File: src/rtl/uart_rx_pkg.sv
package uart_rx_pkg;

  typedef enum logic [1:0] {
    ST_HUNT   = 2'd0,
    ST_VERIFY = 2'd1,
    ST_RECV   = 2'd2
  } rx_state_e;

  function automatic logic maj3(input logic a, input logic b, input logic c);
    return (a & b) | (a & c) | (b & c);
  endfunction

endpackage

File: src/rtl/rx_vote.sv
module rx_vote #(
  parameter int RT_PER_BIT  = 16,
  parameter int LATE_WINDOW = 1,
  localparam int RTW        = $clog2(RT_PER_BIT + 1)
) (
  input  logic           clk,
  input  logic           rst_n,
  input  logic           take,
  input  logic [RTW-1:0] rt,
  input  logic           sample,
  output logic           done,
  output logic           vbit,
  output logic           split
);
  import uart_rx_pkg::*;

  localparam int FIRST = RT_PER_BIT / 2 + LATE_WINDOW;

  logic s0, s1;

  always_ff @(posedge clk or negedge rst_n) begin
    if (!rst_n) begin
      s0 <= 1'b0;
      s1 <= 1'b0;
    end else if (take) begin
      if (rt == RTW'(FIRST))     s0 <= sample;
      if (rt == RTW'(FIRST + 1)) s1 <= sample;
    end
  end

  always_comb begin
    done  = take && (rt == RTW'(FIRST + 2));
    vbit  = maj3(s0, s1, sample);
    split = !((s0 == s1) && (s1 == sample));
  end


  vote_window_chk: assert property (@(posedge clk) disable iff (!rst_n)
    (take && rt == RTW'(FIRST + 1)) |=> (s0 == $past(s0)));

endmodule

File: src/rtl/rx_frame_ctl.sv
module rx_frame_ctl #(
  parameter int DATA_BITS   = 8,
  parameter int RT_PER_BIT  = 16,
  parameter int QUAL_ONES   = 4,
  parameter int VERIFY_N    = 6,
  parameter int LATE_WINDOW = 1,
  localparam int RTW        = $clog2(RT_PER_BIT + 1),
  localparam int IW         = $clog2(DATA_BITS + 2)
) (
  input  logic                 clk,
  input  logic                 rst_n,
  input  logic                 rx_en,
  input  logic                 os_tick,
  input  logic                 rxd_in,
  output logic                 load,
  output logic [DATA_BITS-1:0] load_data,
  output logic                 load_fe,
  output logic                 load_noise
);
  import uart_rx_pkg::*;

  localparam int STOP_IDX  = DATA_BITS + 1;
  localparam int LAST_VER  = VERIFY_N + 1;

  rx_state_e            state;
  logic [RTW-1:0]       rt;
  logic [QUAL_ONES-1:0] hist;
  logic [IW-1:0]        idx;
  logic [DATA_BITS-1:0] shreg;
  logic                 noise_acc;
  logic                 step;
  logic                 take;
  logic                 v_done, v_bit, v_split;

  assign step = os_tick && rx_en;
  assign take = step && (state == ST_RECV);

  rx_vote #(
    .RT_PER_BIT (RT_PER_BIT),
    .LATE_WINDOW(LATE_WINDOW)
  ) u_vote (
    .clk   (clk),
    .rst_n (rst_n),
    .take  (take),
    .rt    (rt),
    .sample(rxd_in),
    .done  (v_done),
    .vbit  (v_bit),
    .split (v_split)
  );

  always_ff @(posedge clk or negedge rst_n) begin
    if (!rst_n) begin
      state     <= ST_HUNT;
      rt        <= RTW'(1);
      hist      <= '0;
      idx       <= '0;
      shreg     <= '0;
      noise_acc <= 1'b0;
    end else if (!rx_en) begin
      state     <= ST_HUNT;
      rt        <= RTW'(1);
      hist      <= '0;
      idx       <= '0;
      noise_acc <= 1'b0;
    end else if (os_tick) begin
      hist <= {hist[QUAL_ONES-2:0], rxd_in};
      unique case (state)
        ST_HUNT: begin
          idx       <= '0;
          noise_acc <= 1'b0;
          if (!rxd_in && (&hist)) begin
            state <= ST_VERIFY;
            rt    <= RTW'(2);
          end else begin
            rt <= RTW'(1);
          end
        end
        ST_VERIFY: begin
          if (rxd_in) begin
            state <= ST_HUNT;
            rt    <= RTW'(1);
          end else begin
            rt <= rt + RTW'(1);
            if (rt == RTW'(LAST_VER)) state <= ST_RECV;
          end
        end
        ST_RECV: begin
          if (v_done) begin
            noise_acc <= noise_acc | v_split;
            if (idx != '0 && idx != IW'(STOP_IDX))
              shreg <= {v_bit, shreg[DATA_BITS-1:1]};
          end
          if (rt == RTW'(RT_PER_BIT)) begin
            rt <= RTW'(1);
            if (idx == IW'(STOP_IDX)) begin
              state <= ST_HUNT;
              hist  <= '1;
              idx   <= '0;
            end else begin
              idx <= idx + IW'(1);
            end
          end else begin
            rt <= rt + RTW'(1);
          end
        end
        default: state <= ST_HUNT;
      endcase
    end
  end

  always_comb begin
    load       = take && v_done && (idx == IW'(STOP_IDX));
    load_data  = shreg;
    load_fe    = !v_bit;
    load_noise = noise_acc | v_split;
  end


  qualify_chk: assert property (@(posedge clk) disable iff (!rst_n)
    (step && state == ST_HUNT && !rxd_in && !(&hist)) |=> (state == ST_HUNT));


  verify_low_chk: assert property (@(posedge clk) disable iff (!rst_n)
    (step && state == ST_VERIFY && rxd_in) |=> (state == ST_HUNT && rt == RTW'(1)));


  rt_range_chk: assert property (@(posedge clk) disable iff (!rst_n)
    (rt >= RTW'(1)) && (rt <= RTW'(RT_PER_BIT)));


  disabled_idle_chk: assert property (@(posedge clk) disable iff (!rst_n)
    !rx_en |=> (state == ST_HUNT && hist == '0));

endmodule

File: src/rtl/rx_hold_reg.sv
module rx_hold_reg #(
  parameter int DATA_BITS = 8
) (
  input  logic                 clk,
  input  logic                 rst_n,
  input  logic                 load,
  input  logic [DATA_BITS-1:0] load_data,
  input  logic                 load_fe,
  input  logic                 load_noise,
  input  logic                 rx_ready,
  output logic [DATA_BITS-1:0] rx_data,
  output logic                 rx_valid,
  output logic                 frame_err,
  output logic                 noise_err
);

  always_ff @(posedge clk or negedge rst_n) begin
    if (!rst_n) begin
      rx_data   <= '0;
      rx_valid  <= 1'b0;
      frame_err <= 1'b0;
      noise_err <= 1'b0;
    end else if (load) begin
      rx_data   <= load_data;
      rx_valid  <= 1'b1;
      frame_err <= load_fe;
      noise_err <= load_noise;
    end else if (rx_valid && rx_ready) begin
      rx_valid <= 1'b0;
    end
  end


  load_sets_valid_chk: assert property (@(posedge clk) disable iff (!rst_n)
    load |=> rx_valid);


  read_clears_chk: assert property (@(posedge clk) disable iff (!rst_n)
    (rx_valid && rx_ready && !load) |=> !rx_valid);


  hold_stable_chk: assert property (@(posedge clk) disable iff (!rst_n)
    (!load) |=> ($stable(rx_data) && $stable(frame_err) && $stable(noise_err)));

endmodule

File: src/rtl/uart_rx_vote.sv
module uart_rx_vote #(
  parameter int DATA_BITS   = 8,
  parameter int RT_PER_BIT  = 16,
  parameter int QUAL_ONES   = 4,
  parameter int VERIFY_N    = 6,
  parameter int LATE_WINDOW = 1
) (
  input  logic                 clk,
  input  logic                 rst_n,
  input  logic                 rx_en,
  input  logic                 os_tick,
  input  logic                 rxd_in,
  output logic [DATA_BITS-1:0] rx_data,
  output logic                 rx_valid,
  input  logic                 rx_ready,
  output logic                 frame_err,
  output logic                 noise_err
);

  logic                 load;
  logic [DATA_BITS-1:0] load_data;
  logic                 load_fe;
  logic                 load_noise;

  rx_frame_ctl #(
    .DATA_BITS  (DATA_BITS),
    .RT_PER_BIT (RT_PER_BIT),
    .QUAL_ONES  (QUAL_ONES),
    .VERIFY_N   (VERIFY_N),
    .LATE_WINDOW(LATE_WINDOW)
  ) u_ctl (
    .clk       (clk),
    .rst_n     (rst_n),
    .rx_en     (rx_en),
    .os_tick   (os_tick),
    .rxd_in    (rxd_in),
    .load      (load),
    .load_data (load_data),
    .load_fe   (load_fe),
    .load_noise(load_noise)
  );

  rx_hold_reg #(
    .DATA_BITS(DATA_BITS)
  ) u_hold (
    .clk       (clk),
    .rst_n     (rst_n),
    .load      (load),
    .load_data (load_data),
    .load_fe   (load_fe),
    .load_noise(load_noise),
    .rx_ready  (rx_ready),
    .rx_data   (rx_data),
    .rx_valid  (rx_valid),
    .frame_err (frame_err),
    .noise_err (noise_err)
  );

endmodule

File: config.mk
export PLATFORM = sky130hd
export DESIGN_NAME = uart_rx_vote
export DESIGN_NICKNAME = d
export VERILOG_FILES = /design/src/rtl/uart_rx_pkg.sv /design/src/rtl/rx_vote.sv /design/src/rtl/rx_frame_ctl.sv /design/src/rtl/rx_hold_reg.sv /design/src/rtl/uart_rx_vote.sv
export SDC_FILE = /design/constraint.sdc
export NUM_CORES = 1
export LEC_CHECK = 0
export ABC_AREA = 1
export BUFFER_PORTS_ARGS = -buffer_cell sky130_fd_sc_hd__buf_4
export CAP_MARGIN = 30
export CORE_UTILIZATION = 55
export CTS_BUF_LIST = sky130_fd_sc_hd__clkbuf_8
export DETAILED_ROUTE_END_ITERATION = 6
export GPL_TIMING_DRIVEN = 0
export HOLD_SLACK_MARGIN = 0.05
export PLACE_DENSITY = 0.79
export SYNTH_ARGS = -nofsm -noshare
export SYNTH_HDL_FRONTEND = slang
export SYNTH_SLANG_ARGS = --single-unit
File: constraint.sdc
create_clock -name clk -period 1.7 [get_ports clk]
set_input_delay 0.255 -clock clk [delete_from_list [all_inputs] [get_ports clk]]
set_output_delay 0.255 -clock clk [all_outputs]
set_load 0.02 [all_outputs]
# Word-level counts from Yosys, hierarchy flattened
# Index checks and enable logic that the tools add are counted.
# Widths: inputs -> output; s select.
dict set report word_totals {
  inputBits 6
  elab_cells 92
  register_bits 37
  out_inout_bits 11
}
dict set report op_classes {
  n_eq_ne 19
  n_reduce_logical 23
  n_bitwise 6
  addsub 2
  mux 30
}
# op n
set ops {}
lappend ops {{$mux 4} 9}
lappend ops {{$mux 5} 4}
lappend ops {{$mux 2} 8}
lappend ops {{$eq 5x4->1 const B} 3}
lappend ops {{$pmux 5 s3} 1}
lappend ops {{$reduce_and 5->1} 2}
lappend ops {{$logic_and 1x1->1} 9}
lappend ops {{$pmux 4 s2} 1}
lappend ops {{$ne 3x2->1 const B} 2}
lappend ops {{$ne 3x3->1 const B} 2}
lappend ops {{$pmux 2 s3} 1}
lappend ops {{$reduce_and 2->1} 3}
lappend ops {{$reduce_and 3->1} 2}
lappend ops {{$add 5x1->5 const B} 1}
lappend ops {{$eq 5x3->1 const B} 1}
lappend ops {{$eq 5x5->1 const B} 1}
lappend ops {{$mux 1} 5}
lappend ops {{$add 4x1->4 const B} 1}
lappend ops {{$eq 4x4->1 const B} 1}
lappend ops {{$ne 4x1->1 const B} 1}
lappend ops {{$ne 4x3->1 const B} 1}
lappend ops {{$ne 4x4->1 const B} 1}
lappend ops {{$reduce_and 4->1} 1}
lappend ops {{$reduce_bool 4->1} 1}
lappend ops {{other kinds (11)} 18}

# Longest topological paths before layout
dict set report logic_depth {
  word_depth 8
  depth_mapped 11
}

# Cells and area by module
# A second synthesis with hierarchy kept.
dict set report unflattened {
  cells_unflattened 265
  hier_area_um2 2052.0
}
# module area_per_inst_um2 cells_per_inst instances
set by_module_without_submodules {}
lappend by_module_without_submodules {rx_frame_ctl 1453.9 193 1}
lappend by_module_without_submodules {rx_hold_reg 421.7 47 1}
lappend by_module_without_submodules {rx_vote 176.4 25 1}

# Least setup slack after synthesis
# No wires, ideal clock.
dict set report synth_path {
  kind {register to register}
  from {register u_ctl.state[0]}
  to {register u_hold.noise_err}
  synth_period_minus_slack_ns 1.504
  required_ns 1.583
  path_buffers 1
  setup_time_ns 0.117
  arrival_time_ns 1.387
  path_stages_with_launch 11
  slack_ns 0.196
  cell_sequence {dfrtp_1 inv_1 ha_1 inv_2 nor2_4 nand4_4 nor2_4 inv_2 buf_6 nand2_1 nand2_1}
}
dict set report synth_between {
  elab_chain_cells 5
}
# item line_no
set synth_lines {}
lappend synth_lines {{from (decl)} rx_frame_ctl.sv:25} ;# rx_state_e state;
lappend synth_lines {{from (signal assigned)} rx_frame_ctl.sv:54} ;# state <= ST_HUNT;
lappend synth_lines {{from (signal assigned)} rx_frame_ctl.sv:61} ;# state <= ST_HUNT;
lappend synth_lines {{from (signal assigned)} rx_frame_ctl.sv:73} ;# state <= ST_VERIFY;
lappend synth_lines {{$eq 2x2->1 *} rx_frame_ctl.sv:36} ;# assign take = step && (state == ST_RECV);
lappend synth_lines {{$logic_and 1x1->1 *} rx_frame_ctl.sv:36}
lappend synth_lines {{$logic_and 1x1->1} rx_vote.sv:32} ;# done = take && (rt == RTW'(FIRST + 2));
lappend synth_lines {{$logic_and 1x1->1 * (2 in a row)} rx_frame_ctl.sv:113} ;# load = take && v_done && (idx == IW'(STOP_IDX));
lappend synth_lines {{to (signal assigned)} rx_hold_reg.sv:27} ;# noise_err <= load_noise;
lappend synth_lines {{to (decl)} rx_hold_reg.sv:14} ;# output logic noise_err
# Mark *: on every way between the ends. The rest lies on a longest branch, timed or not.
# A chain may end at the register's enable or synchronous reset.

# Final worst setup path
dict set report layout_path {
  from {register u_ctl.state[0]}
  to {register u_ctl.shreg[2] (netlist: u_ctl.load_data[2])}
}
dict set report layout_between {
  elab_chain_cells 4
}
# item line_no
set layout_lines {}
lappend layout_lines {{$eq 2x2->1 *} {rx_frame_ctl.sv:36, rx_frame_ctl.sv:68}}
lappend layout_lines {{$logic_and 1x1->1} rx_frame_ctl.sv:36}
lappend layout_lines {{$logic_and 1x1->1} rx_vote.sv:32}
lappend layout_lines {{$reduce_and 5->1 (no source line) *} n/a}
lappend layout_lines {{to (signal assigned)} rx_frame_ctl.sv:92} ;# shreg <= {v_bit, shreg[DATA_BITS-1:1]};
lappend layout_lines {{to (decl)} rx_frame_ctl.sv:29} ;# logic [DATA_BITS-1:0] shreg;
# Marks and branches as above.

==> results_dict.tcl <==
set metrics [dict create \
    status "finished, final reports clean" \
    syn-num-nets 287 \
    r2r_slack_ns 0.11 \
    clkSinkCount 37 \
    cts_setup_buffers 0 \
    ys_ff_latch 37 \
    synthToLayoutAreaGrowth_pct 13.69 \
    cts-root-buf "clkbuf_8" \
    finalMaxSlewViolations 0 \
    grt.total_usage_pct 21.29 \
    hold_viol 0 \
    ys.warnings.count 0 \
    regToRegEndpoint "u_ctl.load_data[2]" \
    slew_headroom_pct 69.76 \
    wl_um 3842 \
    required_ns 1.88 \
    vias 1702 \
    cts_buffers 5 \
    clock_latency_ns 0.29 \
    synth_common_cells "nand2_1 (104), dfrtp_1 (36), inv_1 (35)" \
    setup_tns_ns 0 \
    first_pass_iters 4 \
    dp_hpwl_um 2939 \
    seq_area_frac_synth_pct 44.29 \
    tightest_slew_ns 0.4535 \
    rows 22 \
    startpoint_type "register" \
    synth_area_leaders "dfrtp_1 (43%), nand2_1 (19%), ha_1 (7.2%)" \
    end_kind "register" \
    clockBufferDepth 2 \
    final_area_mm2 0.002380 \
    worstPathArrival_ns 1.76 \
    pin_count 17 \
    first_global_vias 1586 \
    drv_cap 0 \
    nets 310 \
    place_congestion 0.8870 \
    p_leak_nw 1.322 \
    synthDistinctLibCells 23 \
    final_layout_size_suffix_gt1_share_pct 14.68 \
    crit_type "register to register" \
    crit_end "u_ctl.load_data[2]" \
    power_density_mw_per_mm2 852.2 \
    hold_class "input pin to register" \
    clkTransAtPathRegs_ns 0.07 \
    grt_max_degree 38 \
    initial_core_util_pct 57.18 \
    drt_iter0_drc 62 \
    ant_nets 0 \
    die_area_mm2 0.004056 \
    synth-edff-count 0 \
    placed_area_mm2 0.002266 \
    drc 0 \
    die_y_um 63.69 \
    cts_tree "yes" \
    yosys.cell_count.top_type "nand2_1" \
    rr_worst_depth 8 \
    grt_setup_unrepaired "false" \
    r2r_start "u_ctl.state[0]" \
    vias_per_cell 4.991 \
    coreArea_mm2 0.003661 \
    fmax_mhz 629.7 \
    ys.flop_type "dfrtp_1" \
    wl_per_cell_um 11.27 \
    crit_fanout 10 \
    synthesis.area_mm2 0.002093 \
    n_antenna_cell 0 \
    htreeDepth 2 \
    antenna_found_initial 0 \
    finalSetupViolations 0 \
    synth_top_area_cell "dfrtp_1" \
    synthCells 269 \
    dp_cells 332 \
    instances_no_fill 341 \
    grt_pass1_wl_um 6624 \
    min_period_over_period_pct 93.42 \
    syn_area_per_cell_um2 7.782 \
    synth_async_sr_flop_share_pct 100.0 \
    crit_path_start "u_ctl.state[0]" \
    period_needed_ns 1.588 \
    port_buffers 15 \
    vdd.ir_drop.worst_mv 0.5461 \
    die_x_um 63.69 \
    skew_ns 0.006518 \
    globalRoute.totalOverflow 0 \
    yosysTopAreaCellShare_pct 43.04 \
]
-- logic make-up (layout without fill, tap and decap cells) --
kind of cell	after synthesis	count (layout)	synth area share, %
compound gates	27	27	6.874
simple gates	148	148	31.62
fa+ha+maj	12	12	7.173
flops	37	37	44.29
xor+xnor	3	3	1.255
buf+inv	42	66	8.787
-- sequential cells by signal (all words and copies together) (netlist names), 2 cells and up --
| register | flops |
|---|---|
| u_ctl.load_data | 8 |
| u_ctl.idx | 4 |
| u_ctl.rt | 5 |
| u_ctl.state | 2 |
| u_ctl.hist | 4 |
| u_hold.rx_data | 8 |
-- worst min-delay path by stage --
stage	startpoint	endpoint	slack (ns)	depth (start not counted)
2_1_floorplan	rst_n	u_ctl.hist[0]	-0.04	0
3_3_place_gp	rst_n	u_hold.rx_valid	0.24	1
3_5_place_dp	rst_n	u_hold.rx_valid	0.24	1
4_1_cts	rx_ready	u_hold.rx_valid	0.13	2
5_1_grt	rx_ready	u_hold.rx_valid	0.14	2
6_report	rx_ready	u_hold.rx_valid	0.13	2
-- critical path, cell delays in order, from the launching register on --
cell and delay, ns:
dfrtp_1 0.39, inv_1 0.14, ha_4 0.20, inv_2 0.06, nor2_4 0.15, nand4_4 0.11
buf_6 0.17, o21ai_0 0.18, nand2_1 0.07
-- layout by cell type, fill, tap and decap left out, types with 2 or more instances in the layout --
cell	count
nand2_1	104
dfrtp_1	36
inv_1	35
o21ai_0	20
buf_4	16
nand3_1	16
nor2_1	12
ha_1	11
nand4_1	5
clkbuf_8	5
a21oi_1	4
inv_2	3
nor2_4	3
buf_6	3
xor2_1	3
nand2_2	2
o21bai_1	2
clkinv_2	2
-- area by class of cell --
cell class / instances / area (um^2)
inverters: 38 / 142.6
fillers: 321 / 1281
flip-flops and latches: 37 / 927.1
clock inverters: 3 / 17.52
clock buffers: 5 / 68.82
plain buffers: 4 / 41.29
multi-input cells: 190 / 999.7
repair buffers: 16 / 122.6
well taps: 48 / 60.06
-- report_power, final --
group / total [mW] / switching (mW) / internal [mW]
sequential: 0.970 / 0.0445 / 0.925
combinational: 0.457 / 0.305 / 0.152
clock: 0.601 / 0.318 / 0.283
-- through the flow --
stage                     hold WS (ns)  util, %  setup slack [ns]  power [mW]
after floorplan               -0.04059        -            0.1957       1.313
after global placement          0.2416    61.89           0.05101       1.413
after detailed placement        0.2398    61.89           0.02142       1.422
after CTS                       0.1295    64.52          0.004338       2.023
after global routing            0.1407    65.00          0.007044       2.147
final                           0.1346    65.00            0.1119       2.028
-- metal layers --
layer  vias up  GRT usage (%)  wire length (um)
met5         -              0                 0
met4         0          8.523                81
met3         7          5.072               137
met2        31          38.30              1891
met1       780          23.84              1731
li1        884              -                 -
-- timing repair --
| item | 4_1_cts | 5_1_grt |
|---|---|---|
| endpoints found under the hold margin | 36 | 0 |
| hold buffers | 1 | 0 |
| resized for setup | 0 | 3 |
| endpoints found under the setup margin | 0 | 25 |
Note: power is estimated with default switching activity, not from simulation.
